==> src/rtl/fcc_pkg.sv <==
package fcc_pkg;

   // Operation kinds carried with each request
   typedef enum logic [1:0] {
      OP_BRANCH     = 2'b00,
      OP_SET        = 2'b01,
      OP_LOOP       = 2'b10,
      OP_BRANCH_ALT = 2'b11
   } fcc_op_e;

   // Condition flags used by the predicates (infinity is stored, never tested)
   typedef struct packed {
      logic neg;
      logic zero;
      logic nan;
   } fcc_cond_t;

   localparam int unsigned FLAG_CNT = 4;
   localparam int unsigned LEGAL_CODES = 32;

endpackage

==> src/rtl/fcc_status_reg.sv <==
module fcc_status_reg
   import fcc_pkg::*;
#(
   parameter int unsigned DATA_W   = 32,
   parameter int unsigned KEEP_W   = 24,
   parameter int unsigned FLAG_LSB = 24
) (
   input  logic              clk,
   input  logic              rst_n,
   input  logic              we,
   input  logic [DATA_W-1:0] wdata,
   output logic [DATA_W-1:0] rdata,
   output fcc_cond_t         cond
);

   localparam logic [DATA_W-1:0] LOW_MASK  = (DATA_W'(1) << KEEP_W) - DATA_W'(1);
   localparam logic [DATA_W-1:0] FLAG_MASK = DATA_W'(4'hF) << FLAG_LSB;
   localparam logic [DATA_W-1:0] KEEP_MASK = LOW_MASK | FLAG_MASK;

   localparam int unsigned NAN_POS  = FLAG_LSB;
   localparam int unsigned ZERO_POS = FLAG_LSB + 2;
   localparam int unsigned NEG_POS  = FLAG_LSB + 3;

   if (KEEP_W > FLAG_LSB) begin : g_bad_keep
      $error("fcc_status_reg: kept field overlaps the flag field");
   end
   if (FLAG_LSB + FLAG_CNT > DATA_W) begin : g_bad_flags
      $error("fcc_status_reg: flag field exceeds the word");
   end

   logic [DATA_W-1:0] word_q;

   always_ff @(posedge clk or negedge rst_n) begin
      if (!rst_n) begin
         word_q <= '0;
      end else if (we) begin
         word_q <= wdata & KEEP_MASK;
      end
   end

   assign rdata     = word_q;
   assign cond.nan  = word_q[NAN_POS];
   assign cond.zero = word_q[ZERO_POS];
   assign cond.neg  = word_q[NEG_POS];

endmodule

==> src/rtl/fcc_predicate.sv <==
module fcc_predicate
   import fcc_pkg::*;
#(
   parameter int unsigned CODE_W          = 6,
   parameter bit          FOLD_COMPLEMENT = 1'b1
) (
   input  fcc_cond_t         cond,
   input  logic [CODE_W-1:0] code,
   output logic              pred,
   output logic              illegal
);

   localparam logic [CODE_W-1:0] LAST_LEGAL = CODE_W'(LEGAL_CODES - 1);

   if (CODE_W < 6) begin : g_bad_code
      $error("fcc_predicate: code width must be at least 6");
   end

   logic u, z, n;
   logic raw;

   // Unordered masks the ordering flags
   always_comb begin
      u = cond.nan;
      z = cond.zero & ~cond.nan;
      n = cond.neg  & ~cond.nan;
   end

   if (FOLD_COMPLEMENT) begin : g_fold
      // Codes k and 15-k are complements: evaluate eight, invert by bit 3
      logic base;
      always_comb begin
         case (code[2:0] ^ {3{code[3]}})
            3'd0: base = 1'b0;
            3'd1: base = z;
            3'd2: base = ~(u | z | n);
            3'd3: base = z | ~(u | n);
            3'd4: base = n & ~(u | z);
            3'd5: base = z | (n & ~u);
            3'd6: base = ~(u | z);
            default: base = ~u;
         endcase
         raw = base ^ code[3];
      end
   end else begin : g_flat
      always_comb begin
         case (code[3:0])
            4'h0: raw = 1'b0;
            4'h1: raw = z;
            4'h2: raw = ~(u | z | n);
            4'h3: raw = z | ~(u | n);
            4'h4: raw = n & ~(u | z);
            4'h5: raw = z | (n & ~u);
            4'h6: raw = ~(u | z);
            4'h7: raw = ~u;
            4'h8: raw = u;
            4'h9: raw = u | z;
            4'hA: raw = u | ~(n | z);
            4'hB: raw = u | z | ~n;
            4'hC: raw = u | (n & ~z);
            4'hD: raw = u | z | n;
            4'hE: raw = ~z;
            default: raw = 1'b1;
         endcase
      end
   end

   // Bit 4 only selects the mirrored bank; anything above 0x1F is illegal
   assign illegal = (code > LAST_LEGAL);
   assign pred    = raw & ~illegal;

endmodule

==> src/rtl/fcc_regupd.sv <==
module fcc_regupd
   import fcc_pkg::*;
#(
   parameter int unsigned DATA_W = 32,
   parameter int unsigned CNT_W  = 16,
   parameter int unsigned SET_W  = 8
) (
   input  fcc_op_e           op,
   input  logic              pred,
   input  logic              illegal,
   input  logic [DATA_W-1:0] data_in,
   output logic [DATA_W-1:0] data_out,
   output logic              taken
);

   if (CNT_W >= DATA_W || CNT_W == 0) begin : g_bad_cnt
      $error("fcc_regupd: counter width must be within the register");
   end
   if (SET_W >= DATA_W || SET_W == 0) begin : g_bad_set
      $error("fcc_regupd: set field must be within the register");
   end

   localparam logic [CNT_W-1:0] CNT_ONE = CNT_W'(1);

   logic [CNT_W-1:0] cnt_next;

   assign cnt_next = data_in[CNT_W-1:0] - CNT_ONE;

   always_comb begin
      data_out = data_in;
      taken    = 1'b0;
      if (!illegal) begin
         case (op)
            OP_SET: begin
               data_out = {data_in[DATA_W-1:SET_W], {SET_W{pred}}};
            end
            OP_LOOP: begin
               if (!pred) begin
                  data_out = {data_in[DATA_W-1:CNT_W], cnt_next};
                  taken    = &cnt_next;
               end
            end
            default: begin
               taken = pred;
            end
         endcase
      end
   end

endmodule

==> src/rtl/fcc_eval.sv <==
module fcc_eval
   import fcc_pkg::*;
#(
   parameter int unsigned DATA_W          = 32,
   parameter int unsigned CODE_W          = 6,
   parameter int unsigned CNT_W           = 16,
   parameter int unsigned SET_W           = 8,
   parameter int unsigned KEEP_W          = 24,
   parameter int unsigned FLAG_LSB        = 24,
   parameter bit          FOLD_COMPLEMENT = 1'b1
) (
   input  logic              clk,
   input  logic              rst_n,
   input  logic              stat_we,
   input  logic [DATA_W-1:0] stat_wdata,
   output logic [DATA_W-1:0] stat_rdata,
   input  logic              req_valid,
   input  logic [1:0]        req_op,
   input  logic [CODE_W-1:0] req_code,
   input  logic [DATA_W-1:0] req_data,
   output logic              rsp_valid,
   output logic              rsp_pred,
   output logic              rsp_illegal,
   output logic [DATA_W-1:0] rsp_data,
   output logic              rsp_taken
);

   fcc_cond_t         cond;
   logic              pred_c;
   logic              illegal_c;
   logic [DATA_W-1:0] data_c;
   logic              taken_c;
   fcc_op_e           op_c;

   assign op_c = fcc_op_e'(req_op);

   fcc_status_reg #(
      .DATA_W   (DATA_W),
      .KEEP_W   (KEEP_W),
      .FLAG_LSB (FLAG_LSB)
   ) u_stat (
      .clk   (clk),
      .rst_n (rst_n),
      .we    (stat_we),
      .wdata (stat_wdata),
      .rdata (stat_rdata),
      .cond  (cond)
   );

   fcc_predicate #(
      .CODE_W          (CODE_W),
      .FOLD_COMPLEMENT (FOLD_COMPLEMENT)
   ) u_pred (
      .cond    (cond),
      .code    (req_code),
      .pred    (pred_c),
      .illegal (illegal_c)
   );

   fcc_regupd #(
      .DATA_W (DATA_W),
      .CNT_W  (CNT_W),
      .SET_W  (SET_W)
   ) u_upd (
      .op       (op_c),
      .pred     (pred_c),
      .illegal  (illegal_c),
      .data_in  (req_data),
      .data_out (data_c),
      .taken    (taken_c)
   );

   always_ff @(posedge clk or negedge rst_n) begin
      if (!rst_n) begin
         rsp_valid   <= 1'b0;
         rsp_pred    <= 1'b0;
         rsp_illegal <= 1'b0;
         rsp_data    <= '0;
         rsp_taken   <= 1'b0;
      end else begin
         rsp_valid <= req_valid;
         if (req_valid) begin
            rsp_pred    <= pred_c;
            rsp_illegal <= illegal_c;
            rsp_data    <= data_c;
            rsp_taken   <= taken_c;
         end
      end
   end

endmodule

==> config.mk <==
export PLATFORM = sky130hd
export DESIGN_NAME = fcc_eval
export DESIGN_NICKNAME = d
export VERILOG_FILES = /design/src/rtl/fcc_pkg.sv /design/src/rtl/fcc_status_reg.sv /design/src/rtl/fcc_predicate.sv /design/src/rtl/fcc_regupd.sv /design/src/rtl/fcc_eval.sv
export SDC_FILE = /design/constraint.sdc
export NUM_CORES = 1
export LEC_CHECK = 0
export BUFFER_PORTS_ARGS = -buffer_cell sky130_fd_sc_hd__buf_2
export CAP_MARGIN = 20
export CORE_MARGIN = 5
export CORE_UTILIZATION = 40
export CTS_CLUSTER_DIAMETER = 60
export DETAILED_ROUTE_END_ITERATION = 7
export MAX_ROUTING_LAYER = met4
export PLACE_DENSITY_LB_ADDON = 0.2
export SLEW_MARGIN = 40
export SYNTH_ARGS = -nofsm -noshare
export SYNTH_HDL_FRONTEND = slang
export SYNTH_HIERARCHICAL = 1
export SYNTH_SLANG_ARGS = --single-unit
==> constraint.sdc <==
create_clock -name clk -period 2.8 [get_ports clk]
set_clock_uncertainty 0.05 [all_clocks]
set_input_delay 0.42 -clock clk [delete_from_list [all_inputs] [get_ports clk]]
set_output_delay 0.42 -clock clk [all_outputs]
set_load 0.03 [all_outputs]
Word-level counts from Yosys, hierarchy flattened
Cells that the tools add are included.

Register bits: 64. Bits in latches: 0. Bits in writable memories: 0. ROM bits: 0. Bits of input ports: 76. Logic and storage cells: 42. Memories: 0.

Add/sub/neg operators: 1. Multiply operators: 0. Div/mod/pow operators: 0. Order comparisons: 1. Equality and inequality tests: 8. Shift operators: 0. Mux-type cells: 7. Bitwise gates (word level): 17. Reduce and logical (&&, ||, !) cells: 2.

Operators by type and width (number): $mux W16 (2); $pmux W16 S2 (1); $reduce_and A16 Y1 (1); $sub A16 B1 Y16 const B (1); $eq A3 B3 Y1 const B (3); $pmux W1 S7 (1); $eq A3 B2 Y1 const B (2); $gt A6 B5 Y1 const B (1); $and A1 B1 Y1 (5); $not A1 Y1 (5); $or A1 B1 Y1 (5); $eq A3 B1 Y1 const B (1); $logic_not A3 Y1 (1); $xor A3 B3 Y3 (1); $eq A2 B1 Y1 const B (1); $eq A2 B2 Y1 const B (1); $mux W1 (2); $pmux W1 S2 (1); $xor A1 B1 Y1 (1).

Logic depth before layout (Yosys ltp)
Depth in word-level cells: 11. Depth in mapped cells: 12. Gate-level depth less buffers: 10.

Hierarchy
Netlist, hierarchy kept.

By module, submodules not included: fcc_eval (instances 1, cells an instance 75, area an instance 1478.9 um2, sequential area each 900.9 um2); fcc_status_reg (instances 1, cells an instance 67, area an instance 1198.6 um2, sequential area each 700.7 um2); fcc_regupd (instances 1, cells an instance 145, area an instance 927.1 um2, sequential area each 0.0 um2); fcc_predicate (instances 1, cells an instance 11, area an instance 65.1 um2, sequential area each 0.0 um2).

Worst setup path before layout
No wires, ideal clock.

Kind: input to register. From: input req_code[2]. To: register rsp_data[12]. Library setup time: 0.125 ns. Data arrival time: 2.451 ns. Required time: 2.625 ns. Setup slack: 0.174 ns. Stages on the path: 12. Cell sequence: ha_1 nor2_1 a21oi_1 o32ai_1 clkbuf_1 nor2b_1 nand2_1 clkbuf_1 a21oi_1 o21ai_0 o31ai_1 mux2_4.

Word-level cells in the longest chain between the ends: 8.

Ends and longest elaborated chain: start: declaration (line fcc_eval.sv:19) `input logic [CODE_W-1:0] req_code,`; $xor A3 B3 Y3 (line fcc_predicate.sv:33) `case (code[2:0] ^ {3{code[3]}})`; $eq A3 B3 Y1, or another cell as far along (line fcc_predicate.sv:33); $pmux W1 S7 (line fcc_predicate.sv:33); $xor A1 B1 Y1 (line fcc_predicate.sv:43) `raw = base ^ code[3];`; $and A1 B1 Y1 (*) (line fcc_predicate.sv:70) `assign pred = raw & ~illegal;`; named net pred_c (line fcc_eval.sv:29) `logic pred_c;`; $mux W16 (*) (line fcc_regupd.sv:38) `if (!pred) begin`; $pmux W16 S2 (*) (line fcc_regupd.sv:33) `case (op)`; $mux W16 (*) (line fcc_regupd.sv:32) `if (!illegal) begin`; named net data_c[12] (line fcc_eval.sv:31) `logic [DATA_W-1:0] data_c;`; end signal: assignment (line fcc_eval.sv:85) `rsp_data <= data_c;`; end: declaration (line fcc_eval.sv:24) `output logic [DATA_W-1:0] rsp_data,`.

The timed path passes the listed nets; every way through them passes the cells marked *. A chain may end at the register's enable or synchronous reset.

Worst setup path in the final report
From: input req_code[2]. To: register rsp_taken.

Word-level cells in the longest chain between the ends: 8.

Ends and longest elaborated chain: $xor A3 B3 Y3 (line fcc_predicate.sv:33); $eq A3 B3 Y1, or another cell as far along (line fcc_predicate.sv:33); $pmux W1 S7 (line fcc_predicate.sv:33); $xor A1 B1 Y1 (line fcc_predicate.sv:43); $and A1 B1 Y1 (*) (line fcc_predicate.sv:70); named net pred_c (line fcc_eval.sv:29); $mux W1 (line fcc_regupd.sv:38); $pmux W1 S2 (*) (line fcc_regupd.sv:33); $mux W1 (*) (line fcc_regupd.sv:32); named net taken_c (line fcc_eval.sv:32) `logic taken_c;`; end signal: assignment (line fcc_eval.sv:86) `rsp_taken <= taken_c;`; end: declaration (line fcc_eval.sv:25) `output logic rsp_taken`.

Marks and branches as above.

==> impl_metrics.json <==
{
  "outcome": "finished clean",
  "critPathTopFamily": "simple AND/OR/NAND/NOR gates",
  "start_kind": "primary input",
  "multi_input_area_um2": 1730,
  "post_dp_cell_area_um2": 4270,
  "setup_viol": 0,
  "grt_max_degree": 34,
  "drive_gt1_frac": 0.547,
  "rows": 35,
  "syn_avg_cell_area_um2": 12.3,
  "synth_edf_count": 0,
  "endpoint_kind": "flop",
  "crit_chain": "buf_2 > ha_1 > a311oi_1 > o32ai_1 > nor2b_1 > nand2_1 > or4_4 > o31ai_2 > mux2_2",
  "drt_first_iter_violations": 91,
  "design_area_um2": 4510,
  "drtAntennaViolNets": 0,
  "grt.total_usage": 0.155,
  "irDropWorstVdd_v": 0.000395,
  "maxSlewViolCount": 0,
  "drc": 0,
  "core_um2": 9110,
  "grt_pass1_wl_um": 13500,
  "cts_tree": "built",
  "slowest_stage": "or4_4",
  "worst-setup-path-type": "in -> reg",
  "p_per_area_nw_per_um2": 579,
  "hold_viol": 0,
  "fin_nets": 503,
  "ys_types": 49,
  "grt_overflow": 0,
  "arrival_ps": 2540,
  "root_buffer": "clkbuf_8",
  "antenna_found_initial": 0,
  "post-route-period-util": 0.827,
  "cp_max_fo": 4,
  "syn_area_um2": 3670,
  "drtPass1Iterations": 4,
  "ys_seq_elements": 64,
  "relSlewSlack": 0.608,
  "p_leak_nw": 2.26,
  "grt_pass1_vias": 2613,
  "maxCapViolCount": 0,
  "cp.required_ps": 3020,
  "clock_latency_ps": 330,
  "post_cts.repair.setup_buffers": 0,
  "final_cell_mix": "buf_2, dfrtp_1, mux2_4, nand2_1, o21ai_0",
  "nFillCells": 869,
  "hold_class": "in -> reg",
  "wirelength_um": 8510,
  "seq_area_frac_synth": 0.436,
  "clock_sinks": 64,
  "ios": 144,
  "rsz0062_at_grt": "no",
  "io_buffers": 134,
  "chipWidth_um": 106,
  "ys_async_sr_fraction": 1.00,
  "cts_buffer_depth": 2,
  "synth_flop_cell": "dfrtp_1",
  "cp_num_buf_inv": 1,
  "netlist_instances": 298,
  "htreeDepth": 3,
  "hpwl_um": 6370,
  "cts_buffers": 9,
  "syn_to_final_growth_pct": 22.9,
  "fin_tns_setup_ps": 0,
  "max_stage_delay_ps": 570,
  "diodes": 0,
  "seq_area_um2": 1600,
  "fmax_ghz": 0.432,
  "worst_pin_slew_ps": 587,
  "holdWs_ps": 255,
  "wire_per_inst_um": 15.8,
  "dieArea_um2": 11200,
  "start_util": 0.403,
  "gp_congestion": 0.866,
  "vias": 2714,
  "final_common_cell": "buf_2",
  "yosysWarnings": 6,
  "clk_pin_slew_ps": 90,
  "die_y_um": 106,
  "timing.final.crit_period_ps": 2320,
  "cts_resized": 0,
  "post_drt_via_cell_ratio": 5.04,
  "rrSetupSlack_ps": 520
}
final timing paths:
path | depth (start not counted) | startpoint | endpoint
min in group asynchronous | 2 | rst_n | rsp_data[2]
worst min register to register | 1 | rsp_data[31] | rsp_data[31]
worst max register to register | 8 | u_stat/rdata[27] | rsp_taken
max in group asynchronous | 3 | rst_n | rsp_data[26]
worst max-delay path | 9 | req_code[2] | rsp_taken
worst min-delay path | 2 | stat_wdata[13] | u_stat/rdata[13]
power by group:
part	leakage [nW]	total (mW)	internal, mW	switching (mW)
registers	0.757	1.08	1.02	0.0561
logic	1.41	0.713	0.293	0.421
clock network	0.0949	0.819	0.437	0.382
total	2.26	2.61	1.75	0.859
state kept, by name, indices dropped and copies added (netlist names):
| register | cells |
|---|---|
| rsp_data | 32 |
| rsp_taken | 1 |
| u_stat/rdata | 28 |
| rsp_valid | 1 |
| rsp_pred | 1 |
| rsp_illegal | 1 |
metrics by stage:
| stage | setup slack [ps] | power [mW] | std cells | utilization |
|---|---|---|---|---|
| floorplan | 174 | 1.60 | 301 | - |
| global placement | 157 | 1.80 | 521 | 0.468 |
| detailed placement | 143 | 1.81 | 521 | 0.468 |
| CTS | 490 | 2.66 | 537 | 0.491 |
| global route | 230 | 2.75 | 539 | 0.495 |
| finish | 484 | 2.61 | 539 | 0.495 |
cells by family after synthesis:
family / Yosys count / share of synthesized area
other: 1 / 0.00102
adder cells (fa/ha/maj): 4 / 0.0136
buffers and inverters: 44 / 0.0951
XOR/XNOR: 4 / 0.00955
AND/OR/NAND/NOR: 66 / 0.104
AO/OA/AOI/OAI: 50 / 0.0904
multiplexers: 65 / 0.250
flip-flops: 64 / 0.436
timing repair:
item / 4_1_cts / 5_1_grt
hold buffers: 0 / 1
endpoints found under the setup margin: 0 / 0
hold endpoints to repair: 0 / 6
metal layers:
layer	vias to the layer above	GRT usage	routed length, um
met5	-	-	0
met4	0	0.0426	162
met3	15	0.0416	552
met2	89	0.235	3940
met1	1321	0.205	3860
li1	1289	-	-
synthesized netlist by cell type, types with 4 or more instances:
cell	n	area, um^2
buf_4	23	173
nand2_1	20	75.1
nor3_1	4	20.0
a22o_1	5	43.8
o21ai_0	17	85.1
inv_1	8	30.0
mux2_4	50	751
a21oi_1	8	40.0
mux2_2	14	158
buf_12	5	100
nor2_1	15	56.3
dfrtp_1	64	1600
ha_1	4	50.1
clkbuf_1	5	18.8
cell type report:
type                       count  share of cell area
multi-input combinational    193               0.384
tap                          111              0.0308
inverter                       8             0.00666
timing repair buffer         147               0.179
clock buffer                  10              0.0305
clock inverter                 6              0.0147
sequential                    64               0.355
Note: power is estimated with default switching activity, not from simulation.
